## src/rtl/irq_redir_window.sv

```systemverilog
module irq_redir_window #(
  parameter int NPINS = 24,
  parameter logic [7:0] VERSION = 8'h11,
  parameter int AW = 8,
  parameter logic [AW-1:0] SEL_OFF = 8'h00,
  parameter logic [AW-1:0] WIN_OFF = 8'h10,
  localparam int PW = (NPINS > 1) ? $clog2(NPINS) : 1
) (
  input  logic               clk,
  input  logic               rst_n,
  input  logic [AW-1:0]      bus_addr,
  input  logic               bus_we,
  input  logic [31:0]        bus_wdata,
  output logic [31:0]        bus_rdata,
  input  logic [NPINS-1:0]   rirr_set,
  input  logic [NPINS-1:0]   rirr_clr,
  input  logic [NPINS-1:0]   dstat_in,
  output logic [NPINS*8-1:0] ent_vector,
  output logic [NPINS*3-1:0] ent_dmode,
  output logic [NPINS-1:0]   ent_destm,
  output logic [NPINS-1:0]   ent_trig,
  output logic [NPINS-1:0]   ent_mask,
  output logic [NPINS-1:0]   ent_rirr,
  output logic [NPINS*8-1:0] ent_dest,
  output logic               mask_evt,
  output logic [PW-1:0]      mask_pin,
  output logic               mask_val
);
  localparam logic [7:0]  LAST_PIN = 8'(NPINS - 1);
  localparam logic [63:0] ENT_RST  = 64'h0000_0000_0001_0000;

  logic [7:0]  sel_q;
  logic [3:0]  id_q;
  logic [63:0] ent_q [NPINS];
  logic [63:0] ent_d [NPINS];
  logic [63:0] cur, merged;

  wire sel_hit = (bus_addr == SEL_OFF);
  wire win_hit = (bus_addr == WIN_OFF);
  wire [6:0] idx = sel_q[7:1] - 7'd8;
  wire idx_ok = (sel_q >= 8'h10) && (idx < 7'(NPINS));
  wire tbl_we = bus_we && win_hit && idx_ok;
  wire [PW-1:0] pin = idx[PW-1:0];

  always_comb begin
    cur = '1;
    for (int i = 0; i < NPINS; i++)
      if (idx_ok && idx == 7'(i)) cur = ent_q[i];
  end

  assign merged = sel_q[0] ? {bus_wdata, cur[31:0]} : {cur[63:32], bus_wdata};

  always_comb begin
    for (int i = 0; i < NPINS; i++) begin
      ent_d[i] = ent_q[i];
      if (tbl_we && idx == 7'(i)) ent_d[i] = merged;
      ent_d[i][12] = dstat_in[i];
      if (tbl_we && idx == 7'(i) && !merged[15]) ent_d[i][14] = 1'b0;
      else if (rirr_set[i])                      ent_d[i][14] = 1'b1;
      else if (rirr_clr[i])                      ent_d[i][14] = 1'b0;
      else                                       ent_d[i][14] = ent_q[i][14];
    end
  end

  always_ff @(posedge clk) begin
    if (!rst_n) begin
      sel_q    <= '0;
      id_q     <= '0;
      mask_evt <= 1'b0;
      mask_pin <= '0;
      mask_val <= 1'b0;
      for (int i = 0; i < NPINS; i++) ent_q[i] <= ENT_RST;
    end else begin
      if (bus_we && sel_hit) sel_q <= bus_wdata[7:0];
      if (bus_we && win_hit && sel_q == 8'h00) id_q <= bus_wdata[27:24];
      mask_evt <= tbl_we && (merged[16] != cur[16]);
      mask_pin <= pin;
      mask_val <= merged[16];
      for (int i = 0; i < NPINS; i++) ent_q[i] <= ent_d[i];
    end
  end

  always_comb begin
    bus_rdata = '0;
    if (sel_hit) bus_rdata = {24'h0, sel_q};
    else if (win_hit) begin
      if (sel_q == 8'h00 || sel_q == 8'h02) bus_rdata = {4'h0, id_q, 24'h0};
      else if (sel_q == 8'h01)              bus_rdata = {8'h0, LAST_PIN, 8'h0, VERSION};
      else                                  bus_rdata = sel_q[0] ? cur[63:32] : cur[31:0];
    end
  end

  genvar g;
  generate
    for (g = 0; g < NPINS; g++) begin : g_pin
      localparam logic [7:0] SEL_LO = 8'(16 + 2 * g);
      assign ent_vector[g*8 +: 8] = ent_q[g][7:0];
      assign ent_dmode[g*3 +: 3]  = ent_q[g][10:8];
      assign ent_destm[g]         = ent_q[g][11];
      assign ent_rirr[g]          = ent_q[g][14];
      assign ent_trig[g]          = ent_q[g][15];
      assign ent_mask[g]          = ent_q[g][16];
      assign ent_dest[g*8 +: 8]   = ent_q[g][63:56];

      a_r7_edge_write_clears_rirr: assert property (@(posedge clk) disable iff (!rst_n)
        (bus_we && win_hit && sel_q == SEL_LO && !bus_wdata[15]) |=> !ent_rirr[g]);

      a_r6_level_write_keeps_rirr: assert property (@(posedge clk) disable iff (!rst_n)
        (bus_we && win_hit && sel_q == SEL_LO && bus_wdata[15] && !rirr_set[g] && !rirr_clr[g])
        |=> ent_rirr[g] == $past(ent_rirr[g]));

      a_r11_set_strobe: assert property (@(posedge clk) disable iff (!rst_n)
        (rirr_set[g] && !(bus_we && win_hit && sel_q[7:1] == 7'(8 + g))) |=> ent_rirr[g]);
    end
  endgenerate

  a_r10_evt_follows_write: assert property (@(posedge clk) disable iff (!rst_n)
    mask_evt |-> $past(bus_we && win_hit));

  a_r5_far_write_ignored: assert property (@(posedge clk) disable iff (!rst_n)
    (bus_we && win_hit && int'(sel_q) >= 16 + 2 * NPINS)
    |=> ($stable(ent_mask) && $stable(ent_vector) && $stable(ent_dest) && !mask_evt));

  a_r3_arb_write_ignored: assert property (@(posedge clk) disable iff (!rst_n)
    (bus_we && win_hit && sel_q == 8'h02) |=> $stable(id_q));

  a_r9_stray_write_ignored: assert property (@(posedge clk) disable iff (!rst_n)
    (bus_we && !sel_hit && !win_hit) |=> ($stable(sel_q) && $stable(id_q) && !mask_evt));
endmodule

```

## config.mk

```make
export PLATFORM = sky130hd
export DESIGN_NAME = irq_redir_window
export DESIGN_NICKNAME = d
export VERILOG_FILES = /design/src/rtl/irq_redir_window.sv
export SDC_FILE = /design/constraint.sdc
export NUM_CORES = 2
export LEC_CHECK = 0
export ABC_AREA = 1
export ABC_CLOCK_PERIOD_IN_PS = 6520
export BUFFER_PORTS_ARGS = -buffer_cell sky130_fd_sc_hd__buf_2
export CORE_MARGIN = 2
export CORE_UTILIZATION = 55
export CTS_BUF_LIST = sky130_fd_sc_hd__clkbuf_4 sky130_fd_sc_hd__clkbuf_8
export DETAILED_ROUTE_END_ITERATION = 8
export PLACE_DENSITY_LB_ADDON = 0.08
export SLEW_MARGIN = 30
export SYNTH_ARGS = -nofsm -noshare
export SYNTH_HDL_FRONTEND = slang
export SYNTH_SLANG_ARGS = --single-unit
```

## constraint.sdc

```tcl
create_clock -name clk -period 6.52 [get_ports clk]
set_input_delay 1.304 -clock clk [delete_from_list [all_inputs] [get_ports clk]]
set_output_delay 1.304 -clock clk [all_outputs]
set_load 0.02 [all_outputs]
```

==> impl_metrics.json <==
{
  "grt.total_usage_pct": 43.8,
  "cts_sinks": 1555,
  "postLayoutCoreUtil_pct": 60.2,
  "synth_area_leader_cell": "dfxtp_1",
  "htreeDepth": 5,
  "finalClockSkew_ps": 41.2,
  "synthTopCellsByArea": "dfxtp_1, nand2_1, inv_1",
  "rsz0062_at_grt": "true",
  "rows": 139,
  "regArea_sq_mm": 0.0311,
  "crit_type": "flop to output port",
  "cts_buffers": 287,
  "clockRootBuffer": "clkbuf_8",
  "use_met3_pct": 11.8,
  "start_kind": "flop",
  "yosys_warnings": 0,
  "finalSetupViolations": 0,
  "drc": 0,
  "synth.distinct_cells": 45,
  "maxCapViolations": 0,
  "p_leak_nw": 42.0,
  "status": "completed",
  "grt_pass1_vias": 71800,
  "slew_viol_final": 0,
  "synth.most_common_cell": "nand2_1",
  "antenna_found_initial": 19,
  "grt_start_max_net_pins": 290,
  "synth_edf_count": 0,
  "dr.pass1.iters": 7,
  "core_sq_mm": 0.143,
  "min_path_cells": 2,
  "multi_input_area_sq_mm": 0.0336,
  "period_share_pct": 99.2,
  "crit_fanout": 10,
  "ys_ff_latch": 1555,
  "synth_fp_nets": 12300,
  "nNetsFinal": 12100,
  "avgSynthCellArea_sq_um": 6.50,
  "ios": 706,
  "dp_slack_ps": 645,
  "ant_nets": 0,
  "endpoint_kind": "output port",
  "hp-class": "flop to flop",
  "clock_path_buffers": 4,
  "start_util_pct": 55.2,
  "r2r_cells": 23,
  "grtUsageMet2_pct": 63.3,
  "netlist_area_sq_mm": 0.0792,
  "period_needed_ps": 6470,
  "area_growth_pct": 8.94,
  "holdBufCountCts": 0,
  "ir_drop_uv": 148,
  "crit_arrival_ps": 5170,
  "ys_seq_area_share_pct": 39.3,
  "async_flop_share_pct": 0,
  "grt-ovfl-total": 0,
  "num_vias": 81700,
  "wl_per_cell_um": 24.0,
  "synthTopCellsByCount": "nand2_1, inv_1, dfxtp_1",
  "slew-limit-headroom_pct": 27.3,
  "yosysTopAreaCellShare_pct": 39.3,
  "detailed_place_hpwl_um": 224000,
  "die-height_um": 383,
  "busiest_layer": "met2",
  "drtIter0Drc": 12200,
  "layout-drive-gt1-share_pct": 15.5,
  "wirelength_um": 337000,
  "path_clk_slew_ps": 60,
  "via_per_inst": 5.81,
  "setup_ws_ps": 50.5,
  "tightest_slew_ps": 1090,
  "grt_pass1_wl_um": 481000,
  "finalHoldViolCount": 0,
  "port_buffers": 705,
  "timing.fmax_ghz": 0.155,
  "nFillCells": 13900,
  "clkLatencyLatePin_ps": 1040,
  "power.density_mw_per_mm2": 226,
  "met1_usage_pct": 60.6,
  "dieArea_sq_mm": 0.147,
  "die_width_um": 383,
  "postSynthCellCount": 12200,
  "critPathRequiredTime_ps": 5220,
  "place_congestion": 0.962,
  "cts_tree": "yes",
  "synth_top_flop_cell": "dfxtp_1"
}
timing repair:
item / in CTS / in global routing
gates resized for setup: 44 / 70
setup endpoints to repair: 32 / 32
pin swaps: 9 / 23
setup buffers: 11 / 17
cloned: 1 / 3
critical path, stage by stage, from the launching register on:
cell and delay [ps]:
dfxtp_4 370, inv_2 140, ha_2 240, inv_1 130
nand4_4 160, nor2_1 110, nand2_4 200, buf_4 250
nor2_1 60, nor2_1 110, nand4_1 110, o21ai_1 100
nand4_1 240, nor2_1 290, nand4_1 190, nand2_1 210
nand4_1 130, nand2_1 130, nand3_1 110, nor2_1 250
a21oi_2 190, nor2_4 220, buf_2 200
placed cells by master (no fill, tap or decap), drive strengths merged, types with 42 or more instances in the layout:
| master | Yosys | routed |
|---|---|---|
| nand2 | 2284 | 2285 |
| nand4 | 256 | 256 |
| or2 | 245 | 245 |
| nand3 | 1300 | 1300 |
| nor2 | 1253 | 1254 |
| a21oi | 1349 | 1349 |
| clkbuf | 617 | 441 |
| inv | 1950 | 1950 |
| dfxtp | 1555 | 1555 |
| buf | 814 | 958 |
| nor3 | 42 | 42 |
| o21ai | 466 | 466 |
worst paths after layout:
kind	start	to	slack [ps]
setup reg to reg	sel_q[4]	ent_q[0][904]	1320
hold / removal	id_q[3]	id_q[3]	460
hold reg to reg	id_q[3]	id_q[3]	460
setup / recovery	sel_q[4]	bus_rdata[11]	50
logic make-up after synthesis:
logic type               count (synthesis)  share of synthesized area [%]
adder cells (fa/ha/maj)                  3                         0.0474
AO/OA/AOI/OAI                         1846                           11.8
flip-flops                            1555                           39.3
AND/OR/NAND/NOR                       5388                           29.7
buffers and inverters                 3385                           19.1
XOR/XNOR                                 1                         0.0206
final cells by class:
cell class / instances / area share, %
Antenna cell: 6 / 0.0174
Sequential cell: 1555 / 36.1
Clock buffer: 439 / 6.27
Timing Repair Buffer: 960 / 7.12
Clock inverter: 21 / 0.189
Tap cell: 1903 / 2.76
Multi-Input combinational cell: 7240 / 39.0
Inverter: 1954 / 8.55
layer usage:
metal,part of all wire [%],wire length (um),up-vias
met5,0.084,285,-
met4,5.1,17200,14
met3,14,47800,862
met2,41,139000,5796
met1,39,133000,38100
li1,-,-,36900
registers in the layout (all words and copies together) (netlist names):
name,cells
ent_q,1536
sel_q,8
mask_pin,5
mask_val,1
mask_evt,1
id_q,4
where the power goes:
part / switching, mW / internal (mW)
Clock: 4.21 / 5.30
Sequential: 0.0169 / 9.52
Combinational: 0.369 / 0.0762
Total: 4.60 / 14.9
stage by stage:
| step | hold WS, ps | TNS [ps] | instance area [sq um] | instances | total power [mW] |
|---|---|---|---|---|---|
| after floorplan | 441 | 0 | 79200 | 12200 | 9.99 |
| final | 463 | 0 | 86200 | 14100 | 19.5 |
| after CTS | 405 | 0 | 85700 | 14100 | 19.5 |
| after detailed placement | 457 | 0 | 79800 | 13600 | 10.2 |
| after global routing | 444 | -85.8 | 86200 | 14100 | 19.9 |
| after global placement | 451 | 0 | 79700 | 13600 | 10.2 |
(Power assumes the default switching activity.)
